[src/rtl/wdog_pkg.sv]
package wdog_pkg;
  localparam logic [3:0] OFF_CTRL = 4'h0;
  localparam logic [3:0] OFF_SVC  = 4'h2;
  localparam logic [3:0] OFF_STAT = 4'h4;
  localparam logic [3:0] OFF_ICTL = 4'h6;
  localparam logic [3:0] OFF_MISC = 4'h8;

  localparam int CB_LPS   = 0;
  localparam int CB_DBGS  = 1;
  localparam int CB_EN    = 2;
  localparam int CB_EXTTO = 3;
  localparam int CB_SWRN  = 4;
  localparam int CB_EXTRN = 5;
  localparam int CB_WAITS = 7;
  localparam int IB_FLAG  = 14;
  localparam int IB_IE    = 15;

  localparam logic [15:0] SVC_KEY_A = 16'h5555;
  localparam logic [15:0] SVC_KEY_B = 16'hAAAA;

  typedef enum logic {SVC_IDLE, SVC_ARMED} svc_state_e;
endpackage

[src/rtl/wdog_svc.sv]
module wdog_svc
  import wdog_pkg::*;
(
  input  logic        clk_i,
  input  logic        rst_ni,
  input  logic        clr_i,
  input  logic        wr_i,
  input  logic [15:0] data_i,
  output logic        reload_o
);
  svc_state_e state_q;

  assign reload_o = wr_i && (state_q == SVC_ARMED) && (data_i == SVC_KEY_B);

  always_ff @(posedge clk_i or negedge rst_ni) begin
    if (!rst_ni)    state_q <= SVC_IDLE;
    else if (clr_i) state_q <= SVC_IDLE;
    else if (wr_i)  state_q <= (data_i == SVC_KEY_A) ? SVC_ARMED : SVC_IDLE;
  end
endmodule

[src/rtl/wdog_count.sv]
module wdog_count #(
  parameter int unsigned HALF_TICKS = 16384,
  parameter int unsigned WT_W       = 8
) (
  input  logic            clk_i,
  input  logic            rst_ni,
  input  logic            clr_i,
  input  logic            load_i,
  input  logic [WT_W:0]   load_val_i,
  input  logic            run_i,
  input  logic [WT_W-1:0] lead_i,
  output logic            expire_o,
  output logic            pre_o
);
  localparam int unsigned PW = (HALF_TICKS > 1) ? $clog2(HALF_TICKS) : 1;
  localparam int unsigned LW = WT_W + 1;

  logic [PW-1:0] presc_q;
  logic [LW-1:0] left_q, left_nxt;
  logic          wrap;

  assign wrap     = run_i && (left_q != '0) && (presc_q == PW'(HALF_TICKS - 1));
  assign left_nxt = left_q - LW'(1);
  assign expire_o = wrap && (left_q == LW'(1));
  assign pre_o    = wrap && (left_nxt == {1'b0, lead_i});

  always_ff @(posedge clk_i or negedge rst_ni) begin
    if (!rst_ni) begin
      presc_q <= '0;
      left_q  <= '0;
    end else if (clr_i) begin
      presc_q <= '0;
      left_q  <= '0;
    end else if (load_i) begin
      presc_q <= '0;
      left_q  <= load_val_i;
    end else if (run_i && left_q != '0) begin
      if (wrap) begin
        presc_q <= '0;
        left_q  <= left_nxt;
      end else begin
        presc_q <= presc_q + PW'(1);
      end
    end
  end
endmodule

[src/rtl/wdog_top.sv]
module wdog_top
  import wdog_pkg::*;
#(
  parameter int unsigned HALF_TICKS = 16384,
  parameter int unsigned AW         = 4
) (
  input  logic          clk_i,
  input  logic          rst_ni,
  input  logic          tick_i,
  input  logic          dbg_i,
  input  logic          lp_i,
  input  logic          wait_i,
  input  logic          sel_i,
  input  logic          we_i,
  input  logic [AW-1:0] addr_i,
  input  logic [15:0]   wdata_i,
  output logic [15:0]   rdata_o,
  output logic          irq_o,
  output logic          ext_rst_no,
  output logic          sys_rst_o,
  output logic          pd_wdog_en_o
);
  localparam int unsigned WT_W = 8;

  logic [WT_W-1:0] wt_q, lead_q;
  logic ctrl_en, susp_lp, susp_dbg, susp_wait, ext_to_q, swr_n_q, extr_n_q;
  logic ie_q, flag_q, pde_q;
  logic st_por, st_tout, st_sw;
  logic tout_ext_q, ext_req_q, sys_rst_q;

  logic wr, wr_ctrl, wr_svc, wr_ictl, wr_misc;
  logic reload, en_rise, load, run, expire, pre, sw_trig, to_trig, warm;
  logic [WT_W:0] load_val;

  assign wr      = sel_i && we_i;
  assign wr_ctrl = wr && (addr_i == AW'(OFF_CTRL));
  assign wr_svc  = wr && (addr_i == AW'(OFF_SVC));
  assign wr_ictl = wr && (addr_i == AW'(OFF_ICTL));
  assign wr_misc = wr && (addr_i == AW'(OFF_MISC));

  assign en_rise  = wr_ctrl && wdata_i[CB_EN] && !ctrl_en;
  assign load     = en_rise || reload;
  assign load_val = en_rise ? {1'b0, wdata_i[15:8]} + 9'd1 : {1'b0, wt_q} + 9'd1;
  assign run      = tick_i && ctrl_en && !(susp_dbg && dbg_i)
                    && !(susp_lp && lp_i) && !(susp_wait && wait_i);

  assign sw_trig = tick_i && !swr_n_q;
  assign to_trig = expire && !ext_to_q;
  assign warm    = sw_trig || to_trig;

  wdog_svc u_svc (
    .clk_i, .rst_ni, .clr_i(warm), .wr_i(wr_svc), .data_i(wdata_i), .reload_o(reload)
  );

  wdog_count #(.HALF_TICKS(HALF_TICKS), .WT_W(WT_W)) u_cnt (
    .clk_i, .rst_ni, .clr_i(warm), .load_i(load), .load_val_i(load_val),
    .run_i(run), .lead_i(lead_q), .expire_o(expire), .pre_o(pre)
  );

  // control, interrupt control and pin state; status survives warm reset
  always_ff @(posedge clk_i or negedge rst_ni) begin
    if (!rst_ni) begin
      wt_q <= '0; ctrl_en <= 1'b0; susp_lp <= 1'b0; susp_dbg <= 1'b0;
      susp_wait <= 1'b0; ext_to_q <= 1'b0; swr_n_q <= 1'b1; extr_n_q <= 1'b1;
      ie_q <= 1'b0; flag_q <= 1'b0; lead_q <= '0;
      tout_ext_q <= 1'b0; ext_req_q <= 1'b0; sys_rst_q <= 1'b0;
      st_por <= 1'b1; st_tout <= 1'b0; st_sw <= 1'b0;
    end else if (warm) begin
      wt_q <= '0; ctrl_en <= 1'b0; susp_lp <= 1'b0; susp_dbg <= 1'b0;
      susp_wait <= 1'b0; ext_to_q <= 1'b0; swr_n_q <= 1'b1; extr_n_q <= 1'b1;
      ie_q <= 1'b0; flag_q <= 1'b0; lead_q <= '0;
      tout_ext_q <= 1'b0; ext_req_q <= 1'b0; sys_rst_q <= 1'b1;
      st_por <= 1'b0; st_tout <= !sw_trig; st_sw <= sw_trig;
    end else begin
      sys_rst_q <= 1'b0;
      if (wr_ctrl) begin
        wt_q      <= wdata_i[15:8];
        ctrl_en   <= ctrl_en | wdata_i[CB_EN];
        susp_lp   <= wdata_i[CB_LPS];
        susp_dbg  <= wdata_i[CB_DBGS];
        susp_wait <= wdata_i[CB_WAITS];
        ext_to_q  <= wdata_i[CB_EXTTO];
        swr_n_q   <= wdata_i[CB_SWRN];
        extr_n_q  <= wdata_i[CB_EXTRN];
      end
      if (wr_ictl) begin
        ie_q   <= wdata_i[IB_IE];
        lead_q <= wdata_i[WT_W-1:0];
      end
      if (pre)                            flag_q <= 1'b1;
      else if (wr_ictl && wdata_i[IB_FLAG]) flag_q <= 1'b0;
      if (tick_i)  ext_req_q  <= !extr_n_q;
      if (expire)  tout_ext_q <= 1'b1;
    end
  end

  always_ff @(posedge clk_i or negedge rst_ni) begin
    if (!rst_ni)                     pde_q <= 1'b1;
    else if (wr_misc && !wdata_i[0]) pde_q <= 1'b0;
  end

  always_comb begin
    rdata_o = '0;
    unique case (addr_i)
      AW'(OFF_CTRL): rdata_o = {wt_q, susp_wait, 1'b0, extr_n_q, swr_n_q,
                                ext_to_q, ctrl_en, susp_dbg, susp_lp};
      AW'(OFF_ICTL): rdata_o = {ie_q, flag_q, 6'b0, lead_q};
      AW'(OFF_STAT): rdata_o = {11'b0, st_por, 2'b0, st_tout, st_sw};
      AW'(OFF_MISC): rdata_o = {15'b0, pde_q};
      default:       rdata_o = '0;
    endcase
  end

  assign irq_o        = flag_q && ie_q;
  assign ext_rst_no   = !(ext_req_q || tout_ext_q);
  assign sys_rst_o    = sys_rst_q;
  assign pd_wdog_en_o = pde_q;
endmodule

[config.mk]
export PLATFORM = sky130hd
export DESIGN_NAME = wdog_top
export DESIGN_NICKNAME = d
export VERILOG_FILES = /design/src/rtl/wdog_pkg.sv /design/src/rtl/wdog_svc.sv /design/src/rtl/wdog_count.sv /design/src/rtl/wdog_top.sv
export SDC_FILE = /design/constraint.sdc
export NUM_CORES = 1
export LEC_CHECK = 0
export ABC_CLOCK_PERIOD_IN_PS = 8100
export BUFFER_PORTS_ARGS = -buffer_cell sky130_fd_sc_hd__buf_4
export CAP_MARGIN = 20
export CORE_ASPECT_RATIO = 1.75
export CORE_UTILIZATION = 60
export CTS_BUF_LIST = sky130_fd_sc_hd__clkbuf_4 sky130_fd_sc_hd__clkbuf_8
export DETAILED_ROUTE_END_ITERATION = 6
export PLACE_DENSITY = 0.86
export SYNTH_ARGS = -nofsm -noshare
export SYNTH_HDL_FRONTEND = slang
export SYNTH_HIERARCHICAL = 1
export SYNTH_SLANG_ARGS = --single-unit
[constraint.sdc]
create_clock -name clk_i -period 8.1 [get_ports clk_i]
set_input_delay 1.62 -clock clk_i [delete_from_list [all_inputs] [get_ports clk_i]]
set_output_delay 1.62 -clock clk_i [all_outputs]
set_load 0.01 [all_outputs]
# Word-level counts from Yosys, hierarchy flattened
# Index checks and enable logic that the tools add are counted.
# classes
reduce_logical,49
bitwise,1
n_mux,41
add_sub_neg,4
n_eq_ne,9
# ops
operator,n
$pmux W16 S4,1
$mux W14,4
$mux W9,5
$mux W8,4
$mux W1,27
$logic_and A1 B1 Y1,25
$add A8 B1 Y9 const B,2
$eq A16 B15 Y1 const B,1
$eq A16 B16 Y1 const B,1
$add A14 B1 Y14 const B,1
$eq A14 B14 Y1 const B,1
$logic_not A1 Y1,10
$reduce_bool A2 Y1,5
$eq A9 B1 Y1 const B,1
$eq A9 B8 Y1,1
$reduce_bool A3 Y1,3
$reduce_bool A9 Y1,1
$sub A9 B1 Y9 const B,1
$eq A4 B3 Y1 const B,2
$eq A4 B2 Y1 const B,1
$eq A4 B4 Y1 const B,1
$logic_not A4 Y1,1
$logic_or A1 B1 Y1,3
$reduce_and A2 Y1,1
$or A1 B1 Y1,1
# totals
elab_cells,125
regBits,56

# Depth between registers and ports, before layout
# Gate-level depths: netlist of run 1.
# depth
ltp_word,12
depth_mapped,16
ltp_nobuf,13

# Hierarchy
# The synthesis of run 1 kept the hierarchy.
# modules_own_cells
module,cells_each,n_inst,seq_area_each_um2,area_per_inst_um2
wdog_top,211,1,805.8,1891.8
wdog_count,179,1,575.6,1602.8
wdog_svc,15,1,25.0,148.9

# Worst setup path after synthesis of run 1
# No wires, ideal clock.
# synth_path
path_type,input port to flip-flop
start,in dbg_i
end,reg u_cnt.presc_q[10]
setup_ps,122
t_required_ps,7978
t_arrival_ps,4366
stages,15
path_slack_ps,3611
n_path_buf,2
cell_sequence,nand2_1 -> nand3_1 -> a221oi_1 -> o21ai_2 -> or3_1 -> buf_4 -> nor3_1 -> nor2b_1 -> nor2_1 -> inv_2 -> clkbuf_1 -> nor2_1 -> a2111oi_0 -> xnor2_1 -> nor2_1
# synth_via
elab_chain_len,11
# synth_lines
item,line_no,rtl
start: declaration,wdog_top.sv:10,"input logic dbg_i,"
$logic_and A1 B1 Y1 (*),wdog_top.sv:44,assign run = tick_i && ctrl_en && !(susp_dbg && dbg_i)
$logic_not A1 Y1 (*),wdog_top.sv:44,
$logic_and A1 B1 Y1 (*),wdog_top.sv:44,
$logic_and A1 B1 Y1 (*) (2 in a row),wdog_top.sv:45,&& !(susp_lp && lp_i) && !(susp_wait && wait_i);
net run,wdog_top.sv:32,"logic reload, en_rise, load, run, expire, pre, sw_trig, to_trig, warm;"
$logic_and A1 B1 Y1 (*) (2 in a row),wdog_count.sv:22,assign wrap = run_i && (left_q != '0) && (presc_q == PW'(HALF_TICKS - 1));
$logic_and A1 B1 Y1 (*),wdog_count.sv:24,assign expire_o = wrap && (left_q == LW'(1));
net expire,wdog_top.sv:32,
$logic_and A1 B1 Y1 (*),wdog_top.sv:48,assign to_trig = expire && !ext_to_q;
$logic_or A1 B1 Y1 (*),wdog_top.sv:49,assign warm = sw_trig || to_trig;
net warm,wdog_top.sv:32,
$reduce_bool A3 Y1 (no line) or $mux W14 (tied branches),--,
end signal: assignment,wdog_count.sv:42,presc_q <= presc_q + PW'(1);
end: declaration,wdog_count.sv:18,logic [PW-1:0] presc_q;
# Mark *: on every way through the listed nets, which the timed path passes. The rest lies on a longest branch. The select of a mux whose other input is x is not followed.
# A chain may end at the register's enable or synchronous reset.

# Worst setup path after layout of run 1
# layout_path
start,in dbg_i
end,reg u_cnt.presc_q[10]
# layout_via
elab_chain_len,11
# layout_lines
item,line_no
$logic_and A1 B1 Y1 (*),wdog_top.sv:44
$logic_not A1 Y1 (*),wdog_top.sv:44
$logic_and A1 B1 Y1 (*),wdog_top.sv:44
$logic_and A1 B1 Y1 (*) (2 in a row),wdog_top.sv:45
net run,wdog_top.sv:32
$logic_and A1 B1 Y1 (*) (2 in a row),wdog_count.sv:22
$logic_and A1 B1 Y1 (*),wdog_count.sv:24
net expire,wdog_top.sv:32
$logic_and A1 B1 Y1 (*),wdog_top.sv:48
$logic_or A1 B1 Y1 (*),wdog_top.sv:49
$reduce_bool A3 Y1 (no line) or $mux W14 (tied branches),--
# Marks and branches as above.

==> impl_metrics.json, run 1 <==
{
  "status": "finished, final reports clean",
  "postSynthCellCount": 405,
  "clockPowerShare_pct": 20.1,
  "worst_slew_pin_slew_ns": 1.066,
  "synth_edf_count": 0,
  "hold_start": "pd_wdog_en_o",
  "power_density_nw_per_um2": 192.8,
  "post_drt_via_cell_ratio": 6.103,
  "cts_setup_buffers": 0,
  "diodes": 0,
  "ir_drop_mv": 0.1403,
  "timing.rr.start": "u_cnt/left_q[0]",
  "ctsResizeCount": 0,
  "power.internal_w": 0.0005012,
  "worstPathRequired_ns": 8.31,
  "grt_pass1_vias": 3150,
  "clockBufferDepth": 2,
  "rows": 37,
  "ant_nets": 0,
  "insertion_delay_ns": 0.33,
  "power_w": 0.0007923,
  "start_util_pct": 61.97,
  "ctsRootBufferMaster": "clkbuf_8",
  "cp-start-kind": "input port",
  "synthFlopType": "dfrtp_1",
  "cap_violations": 0,
  "io_buffer_count": 47,
  "p_leak_nw": 1.738,
  "syn_avg_cell_area_sq_um": 8.996,
  "p_switching_w": 0.0002911,
  "ys_async_sr_fraction_pct": 100.0,
  "hold_violations": 0,
  "max-slew-margin-rel_pct": 28.53,
  "drtIter0Drc": 162,
  "fin_setup_tns_ns": 0,
  "dpl_cell_area_sq_um": 4019,
  "slew_violations": 0,
  "clkTransAtPathRegs_ns": 0.10,
  "placed_cells": 516,
  "hpwl_mm": 6.689,
  "cp-end-kind": "flip-flop",
  "grt_use_total_pct": 31.06,
  "fin_worst_skew_ns": 0.01147,
  "nets": 477,
  "combPwrFrac_pct": 32.0,
  "syn_nets": 437,
  "cts_inserted_buffers": 5,
  "dieArea_sq_um": 6400,
  "cts_tree": "built",
  "finalInstanceArea_sq_um": 4110,
  "synthDistinctLibCells": 63,
  "die_w_microns": 60.91,
  "min_path_type": "flip-flop to flip-flop",
  "layout_common_cells": "54 x nand2_1, 52 x dfrtp_1, 49 x buf_4, 41 x nor2_1, 29 x a21oi_1",
  "setup_viol": 0,
  "regToRegEndpoint": "u_cnt/presc_q[10]",
  "seqPwrFrac_pct": 47.9,
  "die-height_microns": 105.1,
  "instances_no_fill": 524,
  "syn-cell-area_sq_um": 3643,
  "antenna_found_initial": 0,
  "worstSetupStartpoint": "dbg_i",
  "clkSinkCount": 56,
  "drt_pass1_iterations": 4,
  "rsz0062_at_grt": "false",
  "gr-total-overflow": 0,
  "design.core.area_sq_um": 5879,
  "fmaxAchievable_ghz": 0.1886,
  "hold_buffers": 0,
  "grt_max_degree": 57,
  "hold_path_depth": 1,
  "drc": 0,
  "hold_end": "pd_wdog_en_o",
  "synth_seq_area_share_pct": 38.60,
  "swShare_pct": 36.74,
  "worstPathMaxFanout": 37,
  "detailroute.via_count": 3198,
  "yosysWarnings": 6,
  "mostFrequentLayoutCell": "nand2_1",
  "worstRegToRegCells": 13,
  "r2r_slack_ns": 3.54,
  "area_growth_syn_to_layout_pct": 12.81,
  "post-route-min-period_ns": 5.303,
  "ys_ff_latch": 56,
  "path_class": "input port to flip-flop",
  "drive_gt1_share_pct": 19.28,
  "post_drt_wl_per_cell_microns": 17.36,
  "place.gp.congestion": 0.8777,
  "htreeDepth": 2,
  "drt_wl_total_mm": 9.099,
  "post-route-period-util_pct": 65.46,
  "pin_count": 48,
  "grt_first_pass_wirelength_mm": 14.73,
  "cp_data_arrival_time_ns": 5.51
}
## kinds of logic (layout without fill, tap and decap cells)
| family | count (synthesis) | after routing | synth area share (%) |
|---|---|---|---|
| AND/OR/NAND/NOR | 185 | 185 | 28.74 |
| multiplexers | 15 | 15 | 4.189 |
| AO/OA/AOI/OAI | 71 | 71 | 13.39 |
| XOR/XNOR | 37 | 37 | 8.894 |
| buffers and inverters | 37 | 78 | 4.808 |
| adder cells (fa/ha/maj) | 4 | 4 | 1.374 |
| flip-flops | 56 | 56 | 38.60 |
## cell usage after synthesis (2+ instances only)
library cell   n  share of area, %
dfrtp_1       52                36
and4bb_2       2              0.69
clkbuf_1       7              0.72
xnor2_1       28               6.7
a21oi_1       29               4.0
a22o_1         6               1.4
nor4bb_1       3              0.82
nor4b_1        4              0.96
o211ai_1       2              0.41
nand3_1       16               2.2
nor2b_1        4              0.69
nand4_1        9               1.5
buf_2          4              0.55
nand2_1       54               5.6
nand2b_1       3              0.52
xor2_1         9               2.2
or3_1          6               1.0
mux2_2         2              0.62
and4b_1        2              0.55
nor2_1        41               4.2
a211oi_1       3              0.62
o21ai_0        7              0.96
or4b_1         2              0.55
nor4_4         2               1.2
nor3_2         2              0.55
ha_1           4               1.4
dfstp_2        4               2.9
nand4b_1       2              0.48
a21boi_0       2              0.41
buf_4          4              0.82
nor3_1         8               1.1
a2111oi_2      2              0.82
mux2i_1       13               3.6
o21a_1         4              0.82
a22oi_1        3              0.62
or2_2          2              0.34
a2111oi_0      3              0.72
and2_1         8               1.4
nor4b_2        2              0.82
o31a_1         2              0.48
or4_1          2              0.41
inv_1         20               2.1
## worst max-delay path, cell delays in order
cell and delay, ns:
buf_4 0.11, nand2_1 0.06, nand3_1 0.07, a221oi_1 0.33, o21ai_2 0.31, or3_1 0.59
nor3_1 0.34, nor2b_1 0.22, nor2_1 0.12, inv_2 0.51, nor2_1 0.35, a2111oi_0 0.64
xnor2_1 0.18, nor2_1 0.05
## cell type report
class / instances / area [sq um]
clock inverter: 3 / 22.52
tap: 78 / 97.59
sequential: 56 / 1406
timing repair buffer: 49 / 367.9
clock buffer: 5 / 68.82
fill: 465 / 1769
inverter: 21 / 78.83
multi-input combinational: 312 / 2068
## routing by layer
layer	vias to the layer above	track usage (%)	share of wire, %
met5	-	0	0
met1	1547	32.74	36
met2	104	51.96	54
met4	0	22.73	6.2
li1	1503	-	-
met3	44	5.941	3.4
## flip-flops by register name, indices dropped and copies added (netlist names), 8 cells and up
signal         flops
lead_q             8
u_cnt/left_q       9
u_cnt/presc_q     14
wt_q               8
## worst max-delay path by stage
stage / end / slack (ns)
after global placement: u_cnt/presc_q[9] / 2.64
after global routing: u_cnt/presc_q[9] / 2.36
after CTS: u_cnt/presc_q[9] / 2.85
after detailed placement: u_cnt/presc_q[9] / 2.51
final: u_cnt/presc_q[10] / 2.80
after floorplan: u_cnt/presc_q[10] / 3.61
## power by group through the flow
stage | combinational (W) | sequential, W | clock [W]
2_1_floorplan | 0.000185 | 0.000369 | 0
3_3_place_gp | 0.000243 | 0.000382 | 0
3_5_place_dp | 0.000251 | 0.000384 | 0
4_1_cts | 0.000254 | 0.000378 | 0.000164
5_1_grt | 0.000284 | 0.000385 | 0.000174
6_report | 0.000253 | 0.000380 | 0.000159
## metrics by stage
stage	setup WS [ns]	utilization (%)	hold WS (ns)
3_3_place_gp	2.641	68.36	0.4634
6_report	2.797	69.91	0.4829
4_1_cts	2.853	69.91	0.4831
3_5_place_dp	2.511	68.36	0.4681
2_1_floorplan	3.611	-	0.4459
5_1_grt	2.357	69.91	0.4930
No activity file was read; power rests on OpenSTA's default activity.
==> run 2: changes to the inputs <==
- ABC_CLOCK_PERIOD_IN_PS: 8100 -> 5200
- clock period: 8.1 -> 5.2 ns (I/O delays scaled with it)
==> impl_metrics.json, run 2 (synthesis results as in run 1) <==
{
  "path_class": "flip-flop to flip-flop",
  "ir_drop_mv": 0.2347,
  "min_path_type": "flip-flop to flip-flop",
  "largest_reg_flops": 14,
  "status": "finished, final reports clean",
  "post_drt_wl_per_cell_microns": 17.72,
  "power.internal_w": 0.0007828,
  "nets": 479,
  "die_w_microns": 60.91,
  "grt.busiest_layer": "met2",
  "post_drt_via_cell_ratio": 6.129,
  "layout_common_cells": "54 x nand2_1, 52 x dfrtp_1, 50 x buf_4, 41 x nor2_1, 29 x a21oi_1",
  "fin_setup_tns_ns": 0,
  "detailroute.via_count": 3224,
  "seqPwrFrac_pct": 48.1,
  "power_density_nw_per_um2": 299.0,
  "drtIter0Drc": 172,
  "clockBufferDepth": 2,
  "worstPathRequired_ns": 5.41,
  "cp_data_arrival_time_ns": 4.42,
  "area_growth_syn_to_layout_pct": 13.32,
  "hold_buffers": 0,
  "post-route-min-period_ns": 4.211,
  "setup_viol": 0,
  "io_buffer_count": 47,
  "grt_max_degree": 57,
  "grt_first_pass_wirelength_mm": 14.95,
  "use_met1_pct": 33.55,
  "slew_violations": 0,
  "drt_pass1_iterations": 6,
  "cts_setup_buffers": 0,
  "worst_slew_pin_slew_ns": 0.7712,
  "hold_violations": 0,
  "die-height_microns": 105.1,
  "drive_gt1_share_pct": 19.64,
  "diodes": 0,
  "ctsRootBufferMaster": "clkbuf_8",
  "top_regs": "u_cnt/presc_q: 14 flops, u_cnt/left_q: 9 flops",
  "grtUsageMet2_pct": 53.53,
  "hold_slack_ns": 0.4826,
  "ant_nets": 0,
  "cap_violations": 0,
  "drc": 0,
  "antenna_found_initial": 0,
  "pin_count": 48,
  "p_switching_w": 0.0004519,
  "clkSinkCount": 56,
  "mostFrequentLayoutCell": "nand2_1",
  "drt_wl_total_mm": 9.319,
  "htreeDepth": 2,
  "hpwl_mm": 6.956,
  "p_leak_nw": 1.750,
  "fin_worst_skew_ns": 0.01325,
  "rsz0062_at_grt": "false",
  "regMostFlops": "u_cnt/presc_q",
  "place.gp.congestion": 0.9170,
  "start_util_pct": 61.97,
  "rows": 37,
  "use_met3_pct": 5.693,
  "cp-start-kind": "flip-flop",
  "ctsResizeCount": 0,
  "worstPathMaxFanout": 21,
  "combPwrFrac_pct": 32.0,
  "fmaxAchievable_ghz": 0.2375,
  "swShare_pct": 36.60,
  "cts_tree": "built",
  "clockPowerShare_pct": 19.8,
  "insertion_delay_ns": 0.32,
  "grt_pass1_vias": 3211,
  "power_w": 0.001235,
  "dieArea_sq_um": 6400,
  "design.core.area_sq_um": 5879,
  "clkTransAtPathRegs_ns": 0.10,
  "post-route-period-util_pct": 80.98,
  "cp-end-kind": "flip-flop",
  "grt_use_total_pct": 31.61,
  "max-slew-margin-rel_pct": 48.20,
  "gr-total-overflow": 0,
  "cts_inserted_buffers": 5
}
run 2: cell types whose count changed in the layout (fill, tap and decap cells not counted):
cell,before,now
buf_4,49,50
buf_6,0,1
run 2: worst max-delay path: stages, from the launching register on:
cell and delay (ns):
dfrtp_1 0.50, inv_1 0.14, ha_1 0.26, or4b_1 0.48
o21ai_2 0.60, or3_1 0.43, nor3_1 0.14, nor2b_1 0.17
nor2_1 0.26, inv_2 0.06, nor2_1 0.56, a2111oi_0 0.27
xnor2_1 0.20, nor2_1 0.05
run 2: power groups by stage:
stage                     clock [W]  combinational, W  sequential (W)
after global placement            0          0.000382        0.000596
after global routing       0.000267          0.000439        0.000603
final                      0.000245          0.000396        0.000594
after CTS                  0.000253          0.000395        0.000592
after floorplan                   0          0.000288        0.000575
after detailed placement          0          0.000394        0.000600
run 2: layout make-up:
| cell class | instances | area, sq um |
|---|---|---|
| inverter | 21 | 78.83 |
| clock buffer | 5 | 68.82 |
| timing repair buffer | 51 | 386.6 |
| fill | 512 | 1750 |
| tap | 78 | 97.59 |
| multi-input combinational | 312 | 2068 |
| clock inverter | 3 | 22.52 |
| sequential | 56 | 1406 |
run 2: layer usage:
metal	routed length, microns	share of wire [%]
met1	3324	36
met2	4991	54
met3	324	3.5
met4	678	7.3
met5	0	0
run 2: worst paths after layout:
kind,startpoint,end,slack [ns],cells past startpoint
max reg2reg,u_cnt/left_q[0],u_cnt/presc_q[10],0.99,13
max,u_cnt/left_q[0],u_cnt/presc_q[10],0.99,13
min,pd_wdog_en_o,pd_wdog_en_o,0.48,1
max in group asynchronous,rst_ni,wt_q[1],3.95,1
min in group asynchronous,rst_ni,ext_req_q,0.73,1
min reg2reg,pd_wdog_en_o,pd_wdog_en_o,0.48,1
run 2: metrics by stage:
| stage | cells | worst slack [ns] | util [%] | instance area [sq um] |
|---|---|---|---|---|
| 6_report | 526 | 0.9891 | 70.23 | 4129 |
| 4_1_cts | 525 | 1.055 | 70.04 | 4118 |
| 5_1_grt | 526 | 0.6664 | 70.23 | 4129 |
| 3_3_place_gp | 517 | 0.9814 | 68.48 | 4026 |
| 3_5_place_dp | 517 | 0.8233 | 68.48 | 4026 |
| 2_1_floorplan | 405 | 1.291 | - | 3643 |
==> run 3: changes to the inputs <==
- ABC_CLOCK_PERIOD_IN_PS: 5200 -> 4200
- clock period: 5.2 -> 4.2 ns (I/O delays scaled with it)
==> impl_metrics.json, run 3 (synthesis results as in run 1) <==
{
  "multi_input_area_sq_um": 2068,
  "diodes": 0,
  "drt_wl_total_mm": 9.420,
  "swShare_pct": 36.53,
  "final_util_pct": 70.70,
  "clockPowerShare_pct": 19.9,
  "antenna_found_initial": 0,
  "hold_violations": 0,
  "power_density_nw_per_um2": 369.2,
  "finalInstanceArea_sq_um": 4156,
  "grt_use_total_pct": 32.08,
  "fmaxAchievable_ghz": 0.2978,
  "start_util_pct": 61.97,
  "combPwrFrac_pct": 32.3,
  "nets": 483,
  "ant_nets": 0,
  "insertion_delay_ns": 0.33,
  "seq_area_sq_um": 1406,
  "ctsRootBufferMaster": "clkbuf_8",
  "gr-total-overflow": 0,
  "htreeDepth": 2,
  "dieArea_sq_um": 6400,
  "drt_pass1_iterations": 5,
  "layout_common_cells": "54 x nand2_1, 54 x buf_4, 52 x dfrtp_1, 41 x nor2_1, 29 x a21oi_1",
  "detailroute.via_count": 3281,
  "setup_viol": 0,
  "worstPathMaxFanout": 12,
  "place.gp.congestion": 0.9331,
  "drtIter0Drc": 241,
  "grt_first_pass_wirelength_mm": 15.24,
  "hold_buffers": 0,
  "post_drt_via_cell_ratio": 6.191,
  "post-route-min-period_ns": 3.358,
  "cp-start-kind": "flip-flop",
  "cp_data_arrival_time_ns": 3.58,
  "worstPathRequired_ns": 4.42,
  "cts_tree": "built",
  "cts_setup_buffers": 0,
  "power.internal_w": 0.0009740,
  "fill_cells": 466,
  "cap_violations": 0,
  "seqPwrFrac_pct": 47.9,
  "hpwl_mm": 6.913,
  "die_w_microns": 60.91,
  "ctsResizeCount": 0,
  "p_switching_w": 0.0005607,
  "clkSinkCount": 56,
  "slew_violations": 0,
  "p_leak_nw": 1.765,
  "drive_gt1_share_pct": 20.35,
  "path_class": "flip-flop to flip-flop",
  "ir_drop_mv": 0.2810,
  "pin_count": 48,
  "fin_setup_tns_ns": 0,
  "worst_slew_pin_slew_ns": 0.7280,
  "fin_worst_skew_ns": 0.01197,
  "min_path_type": "flip-flop to flip-flop",
  "cp-end-kind": "flip-flop",
  "drc": 0,
  "largest_reg_flops": 14,
  "rsz0062_at_grt": "false",
  "dpl_cell_area_sq_um": 4056,
  "post_drt_wl_per_cell_microns": 17.77,
  "max-slew-margin-rel_pct": 50.78,
  "cts_inserted_buffers": 5,
  "status": "finished, final reports clean",
  "top_regs": "u_cnt/presc_q: 14 flops, u_cnt/left_q: 9 flops",
  "grt_max_degree": 57,
  "design.core.area_sq_um": 5879,
  "regMostFlops": "u_cnt/presc_q",
  "io_buffer_count": 47,
  "post-route-period-util_pct": 79.94,
  "area_growth_syn_to_layout_pct": 14.08,
  "clockBufferDepth": 2,
  "clkTransAtPathRegs_ns": 0.10,
  "die-height_microns": 105.1,
  "rows": 37,
  "grt_pass1_vias": 3262
}
==> run 3: changes by cell type in the layout (fill, tap and decap cells not counted) <==
cell,delta
clkbuf_4,+1
inv_6,-1
clkinvlp_4,+1
clkinv_4,-1
buf_4,+4
==> run 3: final timing paths <==
check                           cells past startpoint       startpoint  slack, ns               end
max in group asynchronous                           1           rst_ni       3.15           wt_q[4]
worst max-delay path                               13  u_cnt/left_q[0]       0.84  u_cnt/presc_q[9]
min in group asynchronous                           1           rst_ni       0.55         lead_q[4]
worst min register to register                      1     pd_wdog_en_o       0.51      pd_wdog_en_o
worst max register to register                     13  u_cnt/left_q[0]       0.84  u_cnt/presc_q[9]
worst min-delay path                                1     pd_wdog_en_o       0.51      pd_wdog_en_o
==> run 3: power by group through the flow <==
stage               registers [W]  clock network, W  logic, W
global placement         0.000737                 0  0.000473
finish                   0.000735          0.000305  0.000495
detailed placement       0.000742                 0  0.000491
global route             0.000747          0.000329  0.000546
CTS                      0.000732          0.000310  0.000494
floorplan                0.000712                 0  0.000356
==> run 3: through the flow <==
stage | power [W] | worst slack, ns | hold slack (ns) | instances
after floorplan | 0.001069 | 0.4914 | 0.4459 | 405
after global placement | 0.001210 | 0.6547 | 0.4887 | 521
after detailed placement | 0.001233 | 0.5414 | 0.4935 | 521
after CTS | 0.001536 | 0.8666 | 0.5075 | 529
after global routing | 0.001622 | 0.6292 | 0.5135 | 530
final | 0.001535 | 0.8424 | 0.5085 | 530
==> run 3: final cells by class <==
type	instances	share of cell area, %
multi-input combinational	312	49.76
sequential	56	33.84
timing repair buffer	55	10.02
tap	78	2.348
inverter	21	1.896
clock buffer	6	1.836
clock inverter	2	0.3010
==> run 3: critical path, cell delays in order (launching register included) <==
cell and delay [ns]:
dfrtp_1 0.52, inv_1 0.12, ha_1 0.28, or4b_1 0.20, o21ai_2 0.06, or3_1 0.39
nor3_1 0.29, nor2b_1 0.23, nor2_1 0.11, inv_2 0.08, nor2_1 0.16, a2111oi_0 0.57
xnor2_1 0.18, nor2_1 0.05
==> run 3: layer usage <==
layer | track usage (%) | up-vias | wire [microns] | part of all wire (%)
met2 | 53.38 | 94 | 5095 | 54
met5 | 0 | - | 0 | 0
li1 | - | 1514 | - | -
met3 | 5.074 | 39 | 276 | 2.9
met1 | 34.77 | 1634 | 3465 | 37
met4 | 23.54 | 0 | 583 | 6.2
